==> src/rtl/xlat_pkg.sv <==
package xlat_pkg;

    // One-hot destination code: bit 0 DRAM cache, bit 1 off-chip memory
    typedef enum logic [1:0] {
        DST_NONE  = 2'b00,
        DST_CACHE = 2'b01,
        DST_MEM   = 2'b10
    } dest_t;

    typedef enum logic {
        ST_PASS = 1'b0,
        ST_HOLD = 1'b1
    } hold_state_t;

endpackage

==> src/rtl/xlat_bank_est.sv <==
// Expected latency for one memory: addressed bank's occupancy times typical latency
module xlat_bank_est #(
    parameter int BANKS = 8,
    parameter int CNT_W = 6,
    parameter int LAT_W = 10,
    parameter int EXP_W = 16,
    parameter int unsigned LAT = 40,
    localparam int BANK_W = (BANKS > 1) ? $clog2(BANKS) : 1
) (
    input  logic [BANKS*CNT_W-1:0] occ_flat,
    input  logic [BANK_W-1:0]      bank,
    output logic [EXP_W-1:0]       est
);
    localparam int PROD_W = CNT_W + LAT_W;
    localparam logic [LAT_W-1:0] LAT_V = LAT_W'(LAT);

    logic [CNT_W-1:0]  cnt;
    logic [PROD_W-1:0] prod;

    always_comb begin
        cnt = '0;
        for (int b = 0; b < BANKS; b++) begin
            if (bank == BANK_W'(b)) cnt = occ_flat[b*CNT_W +: CNT_W];
        end
    end

    assign prod = PROD_W'(cnt) * PROD_W'(LAT_V);

    generate
        if (EXP_W >= PROD_W) begin : g_exact
            assign est = EXP_W'(prod);
        end else begin : g_sat
            assign est = (|prod[PROD_W-1:EXP_W]) ? '1 : prod[EXP_W-1:0];
        end
    endgenerate

endmodule

==> src/rtl/xlat_policy.sv <==
// Steering rule: dirty -> cache, clean miss -> off-chip,
// clean hit -> off-chip only on strictly smaller estimate
module xlat_policy #(
    parameter int EXP_W = 16
) (
    input  logic              dirty,
    input  logic              phit,
    input  logic [EXP_W-1:0]  est_cache,
    input  logic [EXP_W-1:0]  est_mem,
    output xlat_pkg::dest_t   dest
);
    import xlat_pkg::*;

    always_comb begin
        if (dirty) begin
            dest = DST_CACHE;
        end else if (!phit) begin
            dest = DST_MEM;
        end else if (est_mem < est_cache) begin
            dest = DST_MEM;
        end else begin
            dest = DST_CACHE;
        end
    end

endmodule

==> src/rtl/xlat_hold_fsm.sv <==
// Holds the requester until the chosen queue accepts; freezes the choice after a stall
module xlat_hold_fsm (
    input  logic            clk,
    input  logic            rst_n,
    input  logic            req_valid,
    input  xlat_pkg::dest_t live_dest,
    input  logic            cq_ready,
    input  logic            mq_ready,
    output xlat_pkg::dest_t dest_sel,
    output logic            req_ready
);
    import xlat_pkg::*;

    hold_state_t state_q, state_d;
    dest_t       held_q;
    logic        tgt_ready;

    // state register
    always_ff @(posedge clk or negedge rst_n) begin
        if (!rst_n) begin
            state_q <= ST_PASS;
            held_q  <= DST_NONE;
        end else begin
            state_q <= state_d;
            if (state_q == ST_PASS) held_q <= dest_sel;
        end
    end

    // outputs
    always_comb begin
        unique case (state_q)
            ST_PASS: dest_sel = req_valid ? live_dest : DST_NONE;
            ST_HOLD: dest_sel = req_valid ? held_q : DST_NONE;
            default: dest_sel = DST_NONE;
        endcase
        tgt_ready = ((dest_sel == DST_CACHE) && cq_ready) ||
                    ((dest_sel == DST_MEM)   && mq_ready);
        req_ready = tgt_ready;
    end

    // transitions: stall (PASS->HOLD), release (HOLD->PASS)
    always_comb begin
        state_d = state_q;
        unique case (state_q)
            ST_PASS: if (req_valid && !tgt_ready) state_d = ST_HOLD;
            ST_HOLD: if (!req_valid || tgt_ready) state_d = ST_PASS;
            default: state_d = ST_PASS;
        endcase
    end

endmodule

==> src/rtl/xlat_dispatch.sv <==
module xlat_dispatch #(
    parameter int ADDR_W    = 32,
    parameter int BANKS     = 8,
    parameter int CNT_W     = 6,
    parameter int LAT_W     = 10,
    parameter int EXP_W     = 16,
    parameter int unsigned CACHE_LAT = 40,
    parameter int unsigned MEM_LAT   = 60,
    localparam int BANK_W = (BANKS > 1) ? $clog2(BANKS) : 1,
    localparam int OCC_W  = BANKS * CNT_W
) (
    input  logic              clk,
    input  logic              rst_n,
    input  logic              req_valid,
    output logic              req_ready,
    input  logic [ADDR_W-1:0] req_addr,
    input  logic [BANK_W-1:0] req_cbank,
    input  logic [BANK_W-1:0] req_mbank,
    input  logic              req_phit,
    input  logic              req_dirty,
    input  logic [OCC_W-1:0]  cache_occ,
    input  logic [OCC_W-1:0]  mem_occ,
    output logic              cq_valid,
    input  logic              cq_ready,
    output logic [ADDR_W-1:0] cq_addr,
    output logic              mq_valid,
    input  logic              mq_ready,
    output logic [ADDR_W-1:0] mq_addr,
    output logic [1:0]        dest_sel
);
    import xlat_pkg::*;

    logic [EXP_W-1:0] est_c, est_m;
    dest_t            live_dest, sel;

    xlat_bank_est #(.BANKS(BANKS), .CNT_W(CNT_W), .LAT_W(LAT_W), .EXP_W(EXP_W), .LAT(CACHE_LAT))
        u_est_cache (.occ_flat(cache_occ), .bank(req_cbank), .est(est_c));

    xlat_bank_est #(.BANKS(BANKS), .CNT_W(CNT_W), .LAT_W(LAT_W), .EXP_W(EXP_W), .LAT(MEM_LAT))
        u_est_mem (.occ_flat(mem_occ), .bank(req_mbank), .est(est_m));

    xlat_policy #(.EXP_W(EXP_W)) u_policy (
        .dirty(req_dirty), .phit(req_phit),
        .est_cache(est_c), .est_mem(est_m), .dest(live_dest)
    );

    xlat_hold_fsm u_fsm (
        .clk(clk), .rst_n(rst_n), .req_valid(req_valid), .live_dest(live_dest),
        .cq_ready(cq_ready), .mq_ready(mq_ready),
        .dest_sel(sel), .req_ready(req_ready)
    );

    // one queue valid at a time, address to both
    assign cq_valid = (sel == DST_CACHE);
    assign mq_valid = (sel == DST_MEM);
    assign cq_addr  = req_addr;
    assign mq_addr  = req_addr;
    assign dest_sel = sel;

endmodule

==> config.mk <==
export PLATFORM = sky130hd
export DESIGN_NAME = xlat_dispatch
export DESIGN_NICKNAME = d
export VERILOG_FILES = /design/src/rtl/xlat_pkg.sv /design/src/rtl/xlat_bank_est.sv /design/src/rtl/xlat_policy.sv /design/src/rtl/xlat_hold_fsm.sv /design/src/rtl/xlat_dispatch.sv
export SDC_FILE = /design/constraint.sdc
export NUM_CORES = 1
export LEC_CHECK = 0
export ABC_AREA = 1
export BUFFER_PORTS_ARGS = -buffer_cell sky130_fd_sc_hd__buf_2
export CAP_MARGIN = 30
export CORE_MARGIN = 8
export CORE_UTILIZATION = 25
export DETAILED_ROUTE_END_ITERATION = 7
export PLACE_DENSITY = 0.67
export SETUP_SLACK_MARGIN = 0.1
export SYNTH_ARGS = -nofsm -noshare
export SYNTH_HDL_FRONTEND = slang
export SYNTH_SLANG_ARGS = --single-unit
==> constraint.sdc <==
create_clock -name clk -period 7.22 [get_ports clk]
set_clock_uncertainty 0.2 [all_clocks]
set_input_delay 0.361 -clock clk [delete_from_list [all_inputs] [get_ports clk]]
set_output_delay 0.361 -clock clk [all_outputs]
set_load 0.01 [all_outputs]
==> run metrics, run 1 <==
status finished clean; grt ovf 0; clk_lat worst skew 0.22 ns; Worst Path Arrival 5.58 ns; number of flops mapped to enable cells by yosys 0; Post-Syn Area 0.00247 sq mm; largest net degree at the start of global routing 18; nets 612; H-tree depth 1; Final WS setup 1.08 ns; CTS root buffer clkbuf_8; RSZ-0062 raised after global routing false; drt via density 4.48; post-route ant nets 0; Crit Path Category in2out; IO Pins 210; via count 2534; drt initial violations 140; worst endpoint required time 6.66 ns; post-route clock period utilization 0.851; top-area cell type share of the netlist area 0.198; Worst path most repeated cell nand2_1; Die Wd 115 microns; Distinct cells, synth 35; share of layout cells above drive strength 1 0.321; Clock Sinks 3; P&R area growth vs syn 12.0%; Max Freq 163 MHz; Fin. Hold Viols 0; dominant cell type by area after synthesis buf_4; Worst Tran Pin Value 0.759 ns; global-route wire length before repair 10900 microns; Clk pin slew, worst setup/hold paths 0.03 ns; Pins Over Slew Limit 0; final setup violation count 0; TritonCTS clock tree built; Seq cells post-synth 3; I/O Buffers 113; clock buffer depth 2; Sw Share 0.518; Pint 0.253 mW; Die Area 0.0133 sq mm; initial antenna violation count 0; post-CTS sizing 0; GRT Total Usage 0.0971; GP Congestion 0.939; Std-Cell Rows 36; Slew HR 0.490; hpwl dp 6080 microns; DRC 0; leak pwr 1.56 nW; power per cell area 190 mW/mm^2; Pre-Repair DR Iteration Count 5; CTS Buf Count 3; WL final 6710 microns; setup TNS 0 ns; Initial Util 0.255; die height 115 microns; Post-synth top flop dfrtp_1; CP endpoint kind output pin; critical path's largest stage delay 0.49 ns; IR drop worst, VDD 0.0734 mV; CP startpoint kind primary input; DP Worst Slack 1.13 ns; combinational power share 0.858; Sw Pwr 0.271 mW; Clock Power Share 0.096; min-delay worst type in2reg; Flop pwr share 0.046; ANT cells 0; slowest CP cell fa_1; sequential area share after synthesis 0.0304; DR WL/cell 11.9 microns; Avg Synthesized Cell Area 6.47 sq um; Synth Net Count 559; MaxCap Viol Count 0; CORE AREA 0.00968 sq mm; Async SR Flop Fraction 1.00; Crit Path Max Fanout 7; Yosys warnings 0; Final min period 6.14 ns; Synth Instances 381; setup bufs post-CTS 0; top post-synthesis cells by area buf_4 (20%), ha_1 (15%), nand2_1 (10%); number of global-route vias before repair 2611
## area by class of cell
type,instances,area (sq um)
Clock buffer,4,45.0
Timing Repair Buffer,115,583
Fill cell,1045,6920
Inverter,68,258
Tap cell,133,166
Multi-Input combinational cell,243,1640
Sequential cell,3,75.1
## kinds of logic (layout without fill, tap and decap cells)
family                     Yosys count  in the layout  synth area share
buffers and inverters              135            187             0.306
and+or+nand+nor                    149            149             0.297
xor gates and xnor gates            10             10            0.0355
adders and majority gates           37             37             0.212
AOI/OAI and AO/OA                   47             47             0.119
DFF                                  3              3            0.0304
## cell usage in the layout (no fill, tap or decap), types with 2 or more instances in the layout
cell type  synthesis  final
a211oi_1           3      3
a21oi_1           18     18
a221oi_1           7      7
buf_2              2    113
clkbuf_8           0      3
dfrtp_1            3      3
fa_1               8      8
ha_1              29     29
inv_1             62     62
inv_2              5      5
nand2_1           67     67
nand2_2            4      4
nand3_1           21     21
nand3_2            2      2
nand4_1           19     19
nor2_1            22     22
nor2_2             2      2
nor3_1             4      4
nor3_2             4      4
nor3_4             2      2
o21ai_0            9      9
o21ai_1            2      2
xnor2_1            2      2
xor2_1             8      8
## path summary, 6_finish.rpt
path	slack [ns]	from	to	cells after the start
worst max-delay path	1.08	req_mbank[1]	req_ready	35
worst min-delay path	0.23	req_valid	u_fsm.state_q	3
worst max register to register	5.94	u_fsm.state_q	u_fsm.state_q	4
worst min register to register	0.31	u_fsm.held_q[0]	u_fsm.held_q[0]	2
max in group asynchronous	6.45	rst_n	u_fsm.held_q[0]	2
min in group asynchronous	0.27	rst_n	u_fsm.state_q	2
## critical path, delay by kind of cell
kind	cells	cell delay, ns
AND/OR/NAND/NOR	15	1.59
adder cells (fa/ha/maj)	4	1.43
AO/OA/AOI/OAI	8	1.31
buffers and inverters	6	0.56
XOR/XNOR	2	0.31
## state kept, by name (all words and copies together), names as in the netlist
signal / cells
u_fsm.held_q: 2
u_fsm.state_q: 1
## repair_timing
| action | CTS | global route |
|---|---|---|
| hold endpoints to repair | 3 | 0 |
| endpoints found under the setup margin | 0 | 0 |
| hold buffers | 1 | 0 |
## metal layers
layer / GRT usage / share of wire
met2: 0.197 / 0.58
met1: 0.0964 / 0.35
met5: 0 / 0
met4: 0.0412 / 0.025
met3: 0.00998 / 0.051
## through the flow
stage / hold WS, ns / power, mW / utilization / instance area [sq um] / cells
6_report: 0.233 / 0.524 / 0.285 / 2760 / 566
3_3_place_gp: -0.0463 / 0.464 / 0.280 / 2710 / 561
2_1_floorplan: -0.135 / 0.399 / - / 2470 / 381
3_5_place_dp: -0.0424 / 0.476 / 0.280 / 2710 / 561
5_1_grt: 0.250 / 0.608 / 0.285 / 2760 / 566
4_1_cts: 0.235 / 0.532 / 0.285 / 2760 / 566
## cell usage after synthesis, types with 2 or more instances
library cell and count:
ha_1 29, fa_1 8, o21ai_1 2, nand2_2 4
nand2_1 67, o21ai_0 9, xnor2_1 2, nor3_4 2
nand3_2 2, a211oi_1 3, a221oi_1 7, nor3_2 4
a21oi_1 18, nor2_2 2, buf_2 2, nor2_1 22
inv_1 62, nand3_1 21, buf_4 65, inv_2 5
nor3_1 4, xor2_1 8, nand4_1 19, dfrtp_1 3
## power groups by stage
stage | Clock (mW) | Combinational, mW | Sequential (mW)
after global routing | 0.0534 | 0.529 | 0.0246
after floorplan | 0 | 0.375 | 0.0233
after CTS | 0.0514 | 0.456 | 0.0239
after global placement | 0 | 0.440 | 0.0238
final | 0.0502 | 0.450 | 0.0240
after detailed placement | 0 | 0.452 | 0.0241
Note: power is estimated with default switching activity, not from simulation.
==> inputs of run 2 (changes only) <==
==> constraint.sdc (replaced) <==
create_clock -name clk -period 7.22 [get_ports clk]
set_clock_uncertainty 0.2 [all_clocks]
set_input_delay 2.166 -clock clk [delete_from_list [all_inputs] [get_ports clk]]
set_output_delay 2.166 -clock clk [all_outputs]
set_load 0.01 [all_outputs]
==> run 2 against run 1 <==
Non-clock buffer count grew 73. Register-to-register slack lost 0.12 ns. Utilization grew 8.1 points. Sequential share of layout area shrank 0.60 points. Combinational power grew 51%. Global-route usage grew 1.4 points. The flow now finishes with violations (setup timing). Critical endpoint unchanged.
==> run metrics, run 2 (synthesis results as in run 1) <==
crit-path leading delay family adder cells (was simple AND/OR/NAND/NOR gates); min-delay worst type reg2reg (was in2reg); via count 2833 (was 2534); Sw Pwr 0.345 mW (was 0.271 mW); GP Congestion 0.910 (was 0.939); total chip power 0.752 mW (was 0.524 mW); Clock Power Share 0.063 (was 0.096); Max Freq 111 MHz (was 163 MHz); placed cell count 626 (was 561); power per cell area 212 mW/mm^2 (was 190 mW/mm^2); Flop pwr share 0.031 (was 0.046); Die Area 0.0133 sq mm (unchanged); Worst Path Buf+Inv 7 (was 6); Placed Area 0.00326 sq mm (was 0.00271 sq mm); Largest register FFs 2 (unchanged); share of layout cells above drive strength 1 0.478 (was 0.321); register with the most flip-flops u_fsm.held_q (unchanged); status complete, but fails checks (was finished clean); failing checks setup timing; Final min period 8.99 ns (was 6.14 ns); r2r setup slk 5.82 ns (was 5.94 ns); final core utilization 0.366 (was 0.285); slowest CP cell fa_1 (unchanged); Fin. Hold Viols 0 (unchanged); Clk pin slew, worst setup/hold paths 0.03 ns (about the same); die height 115 microns (unchanged); nets 685 (was 612); Worst Path Arrival 6.63 ns (was 5.58 ns); number of global-route vias before repair 3001 (was 2611); Cell Count, Final, Fillers Out 639 (was 566); grt ovf 0 (unchanged); hpwl dp 6780 microns (was 6080 microns); DR WL/cell 12.1 microns (was 11.9 microns); Crit Path Max Fanout 5 (was 7); worst endpoint required time 4.85 ns (was 6.66 ns); CTS root buffer clkbuf_8 (unchanged); worst hold endpoint u_fsm.held_q[0] (was u_fsm.state_q); Pre-Repair DR Iteration Count 4 (was 5); post-route ant nets 0 (unchanged); Reg2Reg Capture Point u_fsm.state_q (unchanged); final setup violation count 5 (was 0); CORE AREA 0.00968 sq mm (unchanged); clk_lat worst skew 0.21 ns (was 0.22 ns); final instance area 0.00355 sq mm (was 0.00276 sq mm); IR drop worst, VDD 0.111 mV (was 0.0734 mV); CP endpoint kind output pin (unchanged); MaxCap Viol Count 0 (unchanged); leak pwr 1.97 nW (was 1.56 nW); commonest non-fill, non-tap cell in the layout buf_2 (unchanged); GRT Total Usage 0.111 (was 0.0971); RR Startpoint u_fsm.state_q (unchanged); RSZ-0062 raised after global routing true (was false); H-tree depth 1 (unchanged); hold path start u_fsm.held_q[0] (was req_valid); Std-Cell Rows 36 (unchanged); DRC 0 (unchanged); Clock Sinks 3 (unchanged); combinational power share 0.905 (was 0.858); largest net degree at the start of global routing 9 (was 18); Hold Path Depth 2 (was 3); Worst path most repeated cell nand2_1 (unchanged); Final WS setup -1.77 ns (was 1.08 ns); Die Wd 115 microns (unchanged); drt initial violations 116 (was 140); Sw Share 0.459 (was 0.518); P&R area growth vs syn 43.8% (was 12.0%); Slew HR 0.601 (was 0.490); Pins Over Slew Limit 0 (unchanged); CP startpoint kind primary input (unchanged); post-route clock period utilization 1.25 (was 0.851); ANT cells 0 (unchanged); WL final 7750 microns (was 6710 microns); CTS Buf Count 3 (unchanged); critical path's largest stage delay 0.51 ns (was 0.49 ns); Pint 0.407 mW (was 0.253 mW); TritonCTS clock tree built (unchanged); Initial Util 0.255 (unchanged); CTS Hold Bufs 0 (was 1); initial antenna violation count 0 (unchanged); I/O Buffers 113 (unchanged); r2r worst-path depth 6 (was 4); Worst Tran Pin Value 0.594 ns (was 0.759 ns); IO Pins 210 (unchanged); biggest regs u_fsm.held_q: 2 flops, u_fsm.state_q: 1 flops (unchanged); global-route wire length before repair 12600 microns (was 10900 microns); Crit Path Category in2out (unchanged); clock buffer depth 2 (unchanged); drt via density 4.43 (was 4.48); commonest non-fill, non-tap cells in the layout buf_2 (107), buf_4 (73), nand2_1 (65) (was buf_2 (113), nand2_1 (67), inv_1 (62))
run 2: changes by cell type in the layout (fill, tap and decap cells not counted), moves of 4 or more:
cell	change
a21oi_1	-5
a21oi_2	+5
buf_6	+5
inv_1	-4
buf_2	-6
nor2_1	-4
buf_4	+72
run 2: area by class of cell:
class                      count  area (sq um)
clock buffer                   4          45.0
fill                         995          6140
inverter                      68           268
multi-input combinational    243          1800
sequential                     3          75.1
tap                          133           166
timing repair buffer         188          1190
run 2: power by group through the flow:
stage	clock [mW]	sequential (mW)	combinational (mW)
after floorplan	0	0.0233	0.395
after global placement	0	0.0237	0.556
after detailed placement	0	0.0238	0.580
after CTS	0.0494	0.0236	0.630
after global routing	0.0514	0.0241	0.774
final	0.0476	0.0236	0.681
run 2: repair_timing:
action / in CTS / in global routing
pin swaps: 12 / 2
resized for setup: 28 / 13
setup buffers: 6 / 3
endpoints found under the setup margin: 5 / 6
run 2: through the flow:
step	hold slack [ns]	setup TNS (ns)	worst slack (ns)
6_report	0.290	-8.50	-1.77
5_1_grt	0.327	-10.14	-2.11
4_1_cts	0.297	-8.48	-1.77
3_5_place_dp	0.291	-10.08	-2.08
3_3_place_gp	0.294	-9.78	-2.01
2_1_floorplan	0.259	-7.07	-1.46
run 2: how the worst max path moves through the flow:
stage                 startpoint         to  slack (ns)  cells after the start
global placement    req_mbank[2]  req_ready       -2.01                     33
floorplan           req_mbank[0]  req_ready       -1.46                     33
detailed placement  req_mbank[0]  req_ready       -2.08                     34
finish              req_mbank[1]  req_ready       -1.77                     34
CTS                 req_mbank[2]  req_ready       -1.77                     34
global route        req_mbank[1]  req_ready       -2.11                     34
run 2: per-layer routing:
layer / wire length, microns / global-route usage
met1: 2800 / 0.114
met2: 4470 / 0.226
met3: 388 / 0.0158
met4: 93 / 0.0254
met5: 0 / 0
run 2: worst min-delay path, stage by stage, from the launching register on:
cell and delay, ns:
dfrtp_1 0.31, nand2_1 0.07, nand2_1 0.07
